$ cat src/rtl/frac_div_pkg.sv
// Shared types for the fractional clock divider.
package frac_div_pkg;
    // Ordering pattern used for one run of output periods
    typedef enum logic [1:0] {
        PAT_INT   = 2'd0,  // all periods of N cycles
        PAT_SHORT = 2'd1,  // short periods are the majority
        PAT_LONG  = 2'd2   // long periods are the majority
    } pat_e;
endpackage

$ cat src/rtl/frac_div_plan.sv
// frac_div_plan: turns divisor and fraction into a run plan.
// Purely combinational. It picks the pattern and the group size x, the
// group count z and the tail length y. It assumes the shadow registers of
// the top capture its outputs only at a run boundary.
module frac_div_plan
    import frac_div_pkg::*;
#(
    parameter int DIV_W  = 8,
    parameter int FRAC_W = 6
) (
    input  logic [DIV_W-1:0]  div_i,
    input  logic [FRAC_W-1:0] den_i,
    input  logic [FRAC_W-1:0] num_i,
    output logic [DIV_W-1:0]  n_o,
    output pat_e              pat_o,
    output logic [FRAC_W-1:0] x_o,
    output logic [FRAC_W-1:0] y_o,
    output logic [FRAC_W-1:0] z_o
);
    localparam logic [DIV_W-1:0] N_MIN = DIV_W'(2);

    logic              frac_ok;
    logic              short_major;
    logic [FRAC_W-1:0] minor_cnt;
    logic [FRAC_W-1:0] major_cnt;

    // Derive pattern, group size, tail and group count
    always_comb begin
        n_o         = (div_i < N_MIN) ? N_MIN : div_i;
        frac_ok     = (den_i != '0) && (num_i != '0) && (num_i < den_i);
        short_major = ({num_i, 1'b0} <= {1'b0, den_i});
        if (!frac_ok) begin
            pat_o     = PAT_INT;
            minor_cnt = FRAC_W'(1);
            major_cnt = '0;
        end else if (short_major) begin
            pat_o     = PAT_SHORT;
            minor_cnt = num_i;
            major_cnt = den_i - num_i;
        end else begin
            pat_o     = PAT_LONG;
            minor_cnt = den_i - num_i;
            major_cnt = num_i;
        end
        x_o = major_cnt / minor_cnt;
        y_o = major_cnt % minor_cnt;
        z_o = minor_cnt;
    end
endmodule

$ cat src/rtl/frac_div_order.sv
// frac_div_order: walks the group, slot and tail positions of one run.
// It says whether the current period is long and whether it ends the run.
// It assumes adv_i pulses once at the last cycle of each period and that
// the plan inputs are stable for the whole run.
module frac_div_order
    import frac_div_pkg::*;
#(
    parameter int FRAC_W = 6
) (
    input  logic              clk,
    input  logic              rst_n,
    input  logic              restart_i,
    input  logic              adv_i,
    input  pat_e              pat_i,
    input  logic [FRAC_W-1:0] x_i,
    input  logic [FRAC_W-1:0] y_i,
    input  logic [FRAC_W-1:0] z_i,
    output logic              long_o,
    output logic              seq_last_o
);
    logic [FRAC_W-1:0] grp_q;
    logic [FRAC_W-1:0] slot_q;
    logic              tail_q;
    logic              grp_end;
    logic              grp_final;

    // Classify the current period and detect the end of the run
    always_comb begin
        grp_end   = !tail_q && (slot_q == x_i);
        grp_final = (grp_q == z_i - FRAC_W'(1));
        unique case (pat_i)
            PAT_SHORT: long_o = tail_q ? 1'b0 : (slot_q == x_i);
            PAT_LONG:  long_o = tail_q ? 1'b1 : (slot_q != '0);
            default:   long_o = 1'b0;
        endcase
        if (pat_i == PAT_INT) begin
            seq_last_o = 1'b1;
        end else begin
            seq_last_o = (grp_end && grp_final && (y_i == '0)) ||
                         (tail_q && (slot_q == y_i - FRAC_W'(1)));
        end
    end

    // Step the position counters at each period end
    always_ff @(posedge clk) begin
        if (!rst_n || restart_i) begin
            grp_q  <= '0;
            slot_q <= '0;
            tail_q <= 1'b0;
        end else if (adv_i) begin
            if (seq_last_o) begin
                grp_q  <= '0;
                slot_q <= '0;
                tail_q <= 1'b0;
            end else if (grp_end) begin
                slot_q <= '0;
                if (grp_final) begin
                    tail_q <= 1'b1;
                end else begin
                    grp_q <= grp_q + FRAC_W'(1);
                end
            end else begin
                slot_q <= slot_q + FRAC_W'(1);
            end
        end
    end
endmodule

$ cat src/rtl/frac_div_wave.sv
// frac_div_wave: counts input cycles within a period and drives the
// registered clock and strobe outputs. It assumes n_i >= 2, so every period
// has at least one high and one low cycle.
module frac_div_wave #(
    parameter int DIV_W = 8
) (
    input  logic             clk,
    input  logic             rst_n,
    input  logic             active_i,
    input  logic             gate_i,
    input  logic [DIV_W-1:0] n_i,
    input  logic             long_i,
    output logic             period_end_o,
    output logic             clk_o,
    output logic             strobe_o
);
    localparam int CNT_W = DIV_W + 1;

    logic [CNT_W-1:0] cyc_q;
    logic [CNT_W-1:0] plen;
    logic [CNT_W-1:0] half_len;

    // Current period length, its high phase and the last-cycle flag
    always_comb begin
        plen         = {1'b0, n_i} + CNT_W'(long_i);
        half_len     = plen >> 1;
        period_end_o = active_i && (cyc_q == plen - CNT_W'(1));
    end

    // Cycle counter within the running period
    always_ff @(posedge clk) begin
        if (!rst_n || !active_i || period_end_o) begin
            cyc_q <= '0;
        end else begin
            cyc_q <= cyc_q + CNT_W'(1);
        end
    end

    // Registered output clock and period strobe
    always_ff @(posedge clk) begin
        if (!rst_n) begin
            clk_o    <= 1'b0;
            strobe_o <= 1'b0;
        end else begin
            clk_o    <= active_i && gate_i && (cyc_q < half_len);
            strobe_o <= active_i && (cyc_q == '0);
        end
    end
endmodule

$ cat src/rtl/frac_clk_div.sv
// frac_clk_div: fractional divider of one input clock by N + b/a.
// It holds a shadow copy of the run plan that reloads while stopped or at
// the last cycle of a run. The order unit picks each period's length and
// the wave unit shapes the output. Configuration ports are taken to be
// synchronous to clk.
module frac_clk_div
    import frac_div_pkg::*;
#(
    parameter int DIV_W  = 8,
    parameter int FRAC_W = 6
) (
    input  logic              clk,
    input  logic              rst_n,
    input  logic [DIV_W-1:0]  cfg_div,
    input  logic [FRAC_W-1:0] cfg_den,
    input  logic [FRAC_W-1:0] cfg_num,
    input  logic              cfg_run,
    input  logic              cfg_gate,
    output logic              clk_out,
    output logic              period_strobe
);
    logic [DIV_W-1:0]  plan_n;
    pat_e              plan_pat;
    logic [FRAC_W-1:0] plan_x;
    logic [FRAC_W-1:0] plan_y;
    logic [FRAC_W-1:0] plan_z;

    logic [DIV_W-1:0]  sh_n;
    pat_e              sh_pat;
    logic [FRAC_W-1:0] sh_x;
    logic [FRAC_W-1:0] sh_y;
    logic [FRAC_W-1:0] sh_z;

    logic run_active;
    logic period_end;
    logic long_now;
    logic seq_last;
    logic plan_load;

    frac_div_plan #(.DIV_W(DIV_W), .FRAC_W(FRAC_W)) u_plan (
        .div_i (cfg_div),
        .den_i (cfg_den),
        .num_i (cfg_num),
        .n_o   (plan_n),
        .pat_o (plan_pat),
        .x_o   (plan_x),
        .y_o   (plan_y),
        .z_o   (plan_z)
    );

    // Shadow reload happens while stopped or at the close of a run
    always_comb begin
        plan_load = !run_active || (period_end && seq_last);
    end

    // Run flag follows the enable one cycle later
    always_ff @(posedge clk) begin
        if (!rst_n) begin
            run_active <= 1'b0;
        end else begin
            run_active <= cfg_run;
        end
    end

    // Shadow copy of the run plan
    always_ff @(posedge clk) begin
        if (!rst_n) begin
            sh_n   <= DIV_W'(2);
            sh_pat <= PAT_INT;
            sh_x   <= '0;
            sh_y   <= '0;
            sh_z   <= FRAC_W'(1);
        end else if (plan_load) begin
            sh_n   <= plan_n;
            sh_pat <= plan_pat;
            sh_x   <= plan_x;
            sh_y   <= plan_y;
            sh_z   <= plan_z;
        end
    end

    frac_div_order #(.FRAC_W(FRAC_W)) u_order (
        .clk        (clk),
        .rst_n      (rst_n),
        .restart_i  (!run_active),
        .adv_i      (period_end),
        .pat_i      (sh_pat),
        .x_i        (sh_x),
        .y_i        (sh_y),
        .z_i        (sh_z),
        .long_o     (long_now),
        .seq_last_o (seq_last)
    );

    frac_div_wave #(.DIV_W(DIV_W)) u_wave (
        .clk          (clk),
        .rst_n        (rst_n),
        .active_i     (run_active),
        .gate_i       (cfg_gate),
        .n_i          (sh_n),
        .long_i       (long_now),
        .period_end_o (period_end),
        .clk_o        (clk_out),
        .strobe_o     (period_strobe)
    );
endmodule

$ cat config.mk
export PLATFORM = sky130hd
export DESIGN_NAME = frac_clk_div
export DESIGN_NICKNAME = d
export VERILOG_FILES = /design/src/rtl/frac_div_pkg.sv /design/src/rtl/frac_div_plan.sv /design/src/rtl/frac_div_order.sv /design/src/rtl/frac_div_wave.sv /design/src/rtl/frac_clk_div.sv
export SDC_FILE = /design/constraint.sdc
export NUM_CORES = 1
export LEC_CHECK = 0
export BUFFER_PORTS_ARGS = -buffer_cell sky130_fd_sc_hd__buf_2
export CORE_MARGIN = 1
export CORE_UTILIZATION = 63
export DETAILED_ROUTE_END_ITERATION = 6
export GPL_TIMING_DRIVEN = 1
export PLACE_DENSITY = 0.8
export SYNTH_ARGS = -nofsm -noshare
export SYNTH_HDL_FRONTEND = slang
export SYNTH_SLANG_ARGS = --single-unit
export TNS_END_PERCENT = 5
$ cat constraint.sdc
create_clock -name clk -period 13.73 [get_ports clk]
set_input_delay 2.746 -clock clk [delete_from_list [all_inputs] [get_ports clk]]
set_output_delay 2.746 -clock clk [all_outputs]
set_load 0.01 [all_outputs]
==> results by group, run 1 <==
Worst setup path
  – Critical path launch point type: primary input
  – CP delay by family, top: compound AO/OA/AOI/OAI gates
  – Critical path's largest stage delay: 0.43 ns
  – Worst path depth: 52
  – WP buf/inv: 5
  – Critical R2R Launch: u_order.slot_q[2]
  – CP max-delay cell: a41oi_2
  – Flop-to-flop setup slack: 7.81 ns
  – WP data arrival: 13.15 ns
  – R2R Path End: sh_y[3]
  – Worst-case reg-to-reg path depth: 17
  – Crit path capture type: flop
  – WS Path Type: in -> reg
  – Critical Path RT: 13.99 ns
  – Worst Path Max Fanout: 9
  – Cell mode on critical path: ha_1

STA
  – Part of the cycle the worst path needs: 93.8%
  – Crit path time final: 12.88 ns
  – Final setup viols: 0
  – Pins Over Slew Limit: 0
  – Worst-Margin Slew: 1.24 ns
  – Hold WS: 0.471 ns
  – Achievable frequency: 77.6 MHz
  – Max-Slew Margin vs Limit: 17.0%
  – Final TNS setup: 0 ns
  – Final number of hold-violating endpoints: 0
  – RSZ-0062 raised after global routing: no
  – Skew final: 0.00802 ns

Final layout
  – Ant diodes: 0
  – Layout cells sized above 1: 8.68%
  – Layout Nets: 769
  – Non-Filler Instances: 793
  – Area Overhead vs Synth: 4.86%
  – Fillers: 690

Synthesis
  – Sequential element share of the synthesized area: 20.4%
  – Synth warn: 0
  – Post-Synth XOR/XNOR Area: 10.2%
  – Post-synthesis compound-gate area fraction: 23.8%
  – Largest family of logic cells by synthesized area: simple AND/OR/NAND/NOR gates
  – Post-Synthesis Cells: 685
  – Post-synth top cells: 61 x nand2_1, 53 x dfxtp_1, 53 x ha_1, 52 x nor2_1, 51 x a21oi_1
  – Post-synthesis cell area: 5200 um^2
  – Ys async rst share: 0%
  – Avg Cell Area, Syn: 7.59 um^2
  – Synth Area in Simple Gates: 24.8%
  – Post-synthesis net count: 764
  – Multiplexer share of the synthesized area: 1.44%
  – Dominant cells by area after synthesis: dfxtp_1 20%, ha_1 13%, xnor2_1 5.2%, a21oi_1 4.9%, xor2_1 4.5%
  – Synth cell types: 73
  – Most frequent cell after synthesis: nand2_1
  – Number of synthesized register bits: 53
  – Synth area leader: dfxtp_1
  – Top_reg_cell synth: dfxtp_1
  – Post-synth EDFFs: 0
  – Top cell type's share of synthesized area: 20.4%
  – Synth Area in Adders: 13.5%

Die
  – Num rows: 32
  – Die area: 8630 um^2
  – Die height: 92.9 um
  – I/O pins: 26
  – Die Wd: 92.9 um
  – Initial Util: 66.3%
  – Core area: 7850 um^2

Hold path
  – Hold path startpoint: sh_x[5]
  – Min-Delay Endpoint: sh_x[5]
  – Min-delay worst type: reg -> reg
  – Hold Path Cell Cnt: 2

Clock tree
  – CTS sink count: 53
  – TritonCTS Buffers: 5
  – CTS resizes: 0
  – Max Root-Sink Buffers: 2
  – CTS Hold Bufs: 0
  – Clk Latency, worst-skew pair: 0.31 ns
  – H-tree Lvls: 2
  – Setup Fix Bufs, Post-CTS: 0
  – CTS clk-pin slew, worst paths: 0.10 ns
  – Root buf cell: clkbuf_8
  – CTS tree: yes

Placed design
  – GP Congestion: 0.985
  – IO buf count: 25
  – Post-DP HPWL: 10,600 um
  – Placed Cells: 785

Power
  – Power density cells: 205 nW/um^2
  – Psw: 0.552 mW
  – Clk pwr share: 8.1%
  – Peak VDD IR: 0.000148 V
  – Flop pwr share: 17.0%
  – Sw Share: 49.3%
  – Logic pwr share: 74.9%
  – Lkg Pwr: 2.27 nW
  – Design internal power: 0.567 mW

Drt
  – Iteration-0 DRC count of the detailed router: 333
  – Vias/cell: 6.43
  – Wire per inst: 16.8 um
  – ANT nets after route: 0
  – Final WL: 13,300 um
  – Remaining DRCs: 0
  – Vias: 5,096
  – Detailed Routing Iterations Pass 1: 7

Run
  – Max_cap viols: 0

Run status
  – Status: finished, final reports clean

Global routing
  – Total GRT Usage: 31.7%
  – First-pass GRT wire length: 22,400 um
  – Largest net degree at the start of global routing: 31
  – Grt ovf: 0
  – Vias in the first global route: 4,819
  – Antenna violations before repair: 0
[final cells by class]
class / instances / area, um^2 / area share (%)
tap: 102 / 128 / 2.34
inverter: 40 / 150 / 2.75
timing repair buffer: 29 / 155 / 2.84
clock inverter: 2 / 15.0 / 0.275
sequential: 53 / 1060 / 19.4
multi-input combinational: 561 / 3870 / 71.0
clock buffer: 6 / 72.6 / 1.33
[worst min-delay path, stage by stage, from the launching register on]
cell and delay [ns]:
dfxtp_1 0.33, nand2_1 0.05, a21oi_1 0.05
[worst max-delay path by stage]
stage	start	to	slack [ns]
finish	cfg_den[0]	sh_y[3]	0.85
CTS	cfg_den[0]	sh_y[4]	0.35
detailed placement	cfg_den[0]	sh_y[4]	0.01
floorplan	cfg_den[0]	sh_y[4]	1.17
global route	cfg_den[0]	sh_y[3]	0.03
global placement	cfg_num[0]	sh_y[4]	0.57
[power groups by stage]
stage / sequential (mW) / clock [mW] / combinational (mW)
finish: 0.190 / 0.0903 / 0.839
global route: 0.193 / 0.0971 / 0.922
CTS: 0.190 / 0.0919 / 0.785
detailed placement: 0.193 / 0 / 0.780
global placement: 0.192 / 0 / 0.758
floorplan: 0.186 / 0 / 0.629
[metal layers]
metal	vias to the layer above	wire [um]	track usage [%]
met5	-	0	0
met2	182	6450	56.2
met1	2398	5920	40.8
met4	0	178	7.69
met3	19	735	3.45
li1	2497	-	-
[cell usage in the layout (no fill, tap or decap), types with 6 or more instances in the layout]
cell type   n
a211oi_1   12
a21o_1     17
a21oi_1    49
a31oi_1     8
and2_1      6
and3_1      8
buf_2      25
dfxtp_1    53
ha_1       53
inv_1      38
nand2_1    61
nand2b_1    6
nand3_1    30
nand4_1    10
nor2_1     52
nor2b_1     9
nor3_1     14
nor4_1      9
o211ai_1    7
o21a_1     11
o21ai_0    34
o31ai_1     6
or3_1      15
xnor2_1    31
xor2_1     27
[flip-flops by register name, indices dropped and copies added (netlist names)]
signal,cells
run_active,1
u_wave.strobe_o,1
u_wave.clk_o,1
u_order.slot_q,6
u_wave.cyc_q,9
sh_x,6
sh_z,6
u_order.grp_q,6
sh_n,8
u_order.tail_q,1
sh_y,6
sh_pat,2
[logic make-up after synthesis]
logic type | after synthesis
flops | 53
fa+ha+maj | 55
compound gates | 188
buf+inv | 71
mux | 7
simple gates | 252
xor+xnor | 59
[per-stage QoR]
step / instance area [um^2] / power, mW / setup slack (ns) / utilization [%]
after floorplan: 5200 / 0.815 / 1.17 / -
after global placement: 5340 / 0.950 / 0.565 / 68.0
after detailed placement: 5340 / 0.973 / 0.0144 / 68.0
after CTS: 5420 / 1.07 / 0.353 / 69.1
after global routing: 5460 / 1.21 / 0.0260 / 69.5
final: 5460 / 1.12 / 0.846 / 69.5
Power figures use the tool's default switching activity.
==> inputs of run 2 (changes only) <==
--- a/config.mk
+++ b/config.mk
@@ -5,12 +5,14 @@
 export SDC_FILE = /design/constraint.sdc
 export NUM_CORES = 1
 export LEC_CHECK = 0
+export ABC_AREA = 1
 export BUFFER_PORTS_ARGS = -buffer_cell sky130_fd_sc_hd__buf_2
 export CORE_MARGIN = 1
 export CORE_UTILIZATION = 63
 export DETAILED_ROUTE_END_ITERATION = 6
 export GPL_TIMING_DRIVEN = 1
 export PLACE_DENSITY = 0.8
+export SLEW_MARGIN = 30
 export SYNTH_ARGS = -nofsm -noshare
 export SYNTH_HDL_FRONTEND = slang
 export SYNTH_SLANG_ARGS = --single-unit
==> run 2 against run 1 <==
Against the previous run:
- critical path depth grew 6
- first-iteration DRC count is 18% lower
- non-clock buffer count shrank 4
- sequential power is 3% lower
- largest power group unchanged
- highest routed layer unchanged
==> results by group, run 2 <==
Drt
  – Remaining DRCs: 0 (unchanged)
  – Iteration-0 DRC count of the detailed router: 273 (was 333)
  – Final WL: 11,500 um (was 13,300 um)
  – Detailed Routing Iterations Pass 1: 5 (was 7)
  – Vias/cell: 5.50 (was 6.43)
  – Wire per inst: 12.9 um (was 16.8 um)
  – ANT nets after route: 0 (unchanged)
  – Vias: 4,873 (was 5,096)

STA
  – Skew final: 0.0132 ns (was 0.00802 ns)
  – Worst-Margin Slew: 0.631 ns (was 1.24 ns)
  – Part of the cycle the worst path needs: 86.3% (was 93.8%)
  – Achievable frequency: 84.4 MHz (was 77.6 MHz)
  – Pins Over Slew Limit: 0 (unchanged)
  – Hold WS: 0.497 ns (was 0.471 ns)
  – Final TNS setup: 0 ns (unchanged)
  – Max-Slew Margin vs Limit: 57.8% (was 17.0%)
  – Final number of hold-violating endpoints: 0 (unchanged)
  – Crit path time final: 11.85 ns (was 12.88 ns)
  – Final setup viols: 0 (unchanged)
  – RSZ-0062 raised after global routing: no (unchanged)

Final layout
  – Fin area: 5220 um^2 (was 5460 um^2)
  – Regs by FF count: u_wave.cyc_q (9), sh_n (8) (unchanged)
  – Max reg flops: 9 (unchanged)
  – Most common cell after layout, fill and taps aside: nand2_1 (unchanged)
  – Most flops, register: u_wave.cyc_q (unchanged)
  – Ant diodes: 0 (unchanged)
  – Fillers: 674 (was 690)
  – Most frequent cells in the layout: 165 x nand2_1, 111 x inv_1, 83 x nor2_1 (was 61 x nand2_1, 53 x ha_1, 53 x dfxtp_1)
  – Layout cells sized above 1: 8.01% (was 8.68%)
  – Layout Nets: 865 (was 769)
  – Area Overhead vs Synth: 5.57% (was 4.86%)

Synthesis
  – Synth area leader: dfxtp_1 (unchanged)
  – Top_reg_cell synth: dfxtp_1 (unchanged)
  – Number of synthesized register bits: 53 (unchanged)
  – Dominant cells by area after synthesis: dfxtp_1 21%, ha_1 13%, nand2_1 13%, inv_1 8.4%, nor2_1 6.3% (was dfxtp_1 20%, ha_1 13%, xnor2_1 5.2%, a21oi_1 4.9%, xor2_1 4.5%)
  – Sequential element share of the synthesized area: 21.5% (was 20.4%)
  – Top cell type's share of synthesized area: 21.5% (was 20.4%)
  – Post-synth EDFFs: 0 (unchanged)
  – Post-synthesis net count: 844 (was 764)
  – Synth cell types: 47 (was 73)
  – Avg Cell Area, Syn: 6.46 um^2 (was 7.59 um^2)
  – Post-synthesis cell area: 4940 um^2 (was 5200 um^2)
  – Post-Synthesis Cells: 765 (was 685)
  – Synth warn: 0 (unchanged)
  – Ys async rst share: 0% (unchanged)
  – Post-synth top cells: 165 x nand2_1, 111 x inv_1, 83 x nor2_1, 56 x nand3_1 (was 61 x nand2_1, 53 x dfxtp_1, 53 x ha_1, 52 x nor2_1, 51 x a21oi_1)
  – Most frequent cell after synthesis: nand2_1 (unchanged)

Die
  – I/O pins: 26 (unchanged)
  – Initial Util: 66.7% (was 66.3%)
  – Core area: 7410 um^2 (was 7850 um^2)
  – Die height: 90.6 um (was 92.9 um)
  – Num rows: 31 (was 32)
  – Die area: 8200 um^2 (was 8630 um^2)
  – Die Wd: 90.6 um (was 92.9 um)

Power
  – Logic pwr share: 73.3% (was 74.9%)
  – Lkg Pwr: 2.58 nW (was 2.27 nW)
  – Power density cells: 198 nW/um^2 (was 205 nW/um^2)
  – Clk pwr share: 8.7% (was 8.1%)
  – Psw: 0.525 mW (was 0.552 mW)
  – Peak VDD IR: 0.000386 V (was 0.000148 V)
  – Flop pwr share: 18.0% (was 17.0%)
  – Sw Share: 50.9% (was 49.3%)
  – Design internal power: 0.507 mW (was 0.567 mW)

Worst setup path
  – CP max-delay cell: o22ai_1 (was a41oi_2)
  – Cell mode on critical path: nand2_1 (was ha_1)
  – Critical path launch point type: primary input (unchanged)
  – Critical path's largest stage delay: 0.52 ns (was 0.43 ns)
  – WP data arrival: 12.09 ns (was 13.15 ns)
  – Worst Path Max Fanout: 8 (was 9)
  – WS Path Type: in -> reg (unchanged)
  – Flop-to-flop setup slack: 9.09 ns (was 7.81 ns)
  – Crit path capture type: flop (unchanged)
  – Crit path launch: cfg_den[0] (unchanged)
  – Critical Path RT: 13.97 ns (was 13.99 ns)
  – Critical R2R Launch: u_order.slot_q[5] (was u_order.slot_q[2])

Clock tree
  – TritonCTS Buffers: 5 (unchanged)
  – CTS Hold Bufs: 0 (unchanged)
  – Clk Latency, worst-skew pair: 0.31 ns (about the same)
  – CTS resizes: 0 (unchanged)
  – CTS tree: yes (unchanged)
  – Root buf cell: clkbuf_8 (unchanged)
  – Max Root-Sink Buffers: 2 (unchanged)
  – CTS sink count: 53 (unchanged)
  – CTS clk-pin slew, worst paths: 0.10 ns (about the same)
  – Setup Fix Bufs, Post-CTS: 0 (unchanged)
  – H-tree Lvls: 2 (unchanged)

Hold path
  – Min-delay worst type: reg -> reg (unchanged)
  – Hold path startpoint: sh_n[1] (was sh_x[5])

Run status
  – Status: finished, final reports clean (unchanged)

Global routing
  – Total GRT Usage: 28.3% (was 31.7%)
  – Largest net degree at the start of global routing: 41 (was 31)
  – Vias in the first global route: 4,428 (was 4,819)
  – Grt ovf: 0 (unchanged)
  – Antenna violations before repair: 0 (unchanged)
  – First-pass GRT wire length: 19,400 um (was 22,400 um)

Placed design
  – Post-DP HPWL: 9190 um (was 10,600 um)
  – GP Congestion: 0.955 (was 0.985)
  – IO buf count: 25 (unchanged)
  – Placed Area: 5120 um^2 (was 5340 um^2)

Run
  – Max_cap viols: 0 (unchanged)
run 2: power groups by stage:
stage	Sequential, mW	Clock, mW	Combinational [mW]
global placement	0.188	0	0.722
floorplan	0.185	0	0.607
finish	0.185	0.0897	0.757
global route	0.187	0.0953	0.866
detailed placement	0.189	0	0.739
CTS	0.185	0.0914	0.744
run 2: logic make-up (layout without fill, tap and decap cells):
kind of cell	count (synthesis)	count (layout)	share of synthesized area, %
and+or+nand+nor	364	364	32.5
buffers and inverters	130	152	10.4
AOI/OAI and AO/OA	128	128	14.9
adders and majority gates	55	55	14.2
DFF	53	53	21.5
xor gates and xnor gates	35	35	6.51
run 2: final cells by class:
type / count / area (um^2) / share of cell area [%]
Clock inverter: 3 / 22.5 / 0.432
Inverter: 119 / 447 / 8.57
Clock buffer: 5 / 68.8 / 1.32
Timing Repair Buffer: 25 / 125 / 2.40
Sequential cell: 53 / 1060 / 20.3
Multi-Input combinational cell: 582 / 3370 / 64.6
Tap cell: 99 / 124 / 2.38
run 2: metal layers:
layer	vias up	global-route usage (%)	part of all wire (%)
met5	-	0	0
met4	0	9.01	1.9
met3	15	1.77	4.1
met2	128	50.0	47
met1	2188	36.7	47
li1	2542	-	-
run 2: through the flow:
step	utilization [%]	std cells	setup WS [ns]	power, mW
6_report	70.4	886	1.88	1.03
5_1_grt	70.4	886	0.986	1.15
4_1_cts	70.4	886	2.11	1.02
3_5_place_dp	69.2	878	1.77	0.928
3_3_place_gp	69.2	878	2.42	0.910
2_1_floorplan	-	765	3.13	0.792
run 2: worst paths after layout:
kind | depth (start not counted) | end
min | 2 | sh_n[1]
min reg2reg | 2 | sh_n[1]
max reg2reg | 24 | sh_n[6]
max | 58 | sh_y[5]
run 2: critical path, delay by kind of cell:
kind                     cells  cell delay, ns
AO/OA/AOI/OAI               20            3.48
adder cells (fa/ha/maj)      8            2.52
buffers and inverters        8            0.68
AND/OR/NAND/NOR             22            2.65
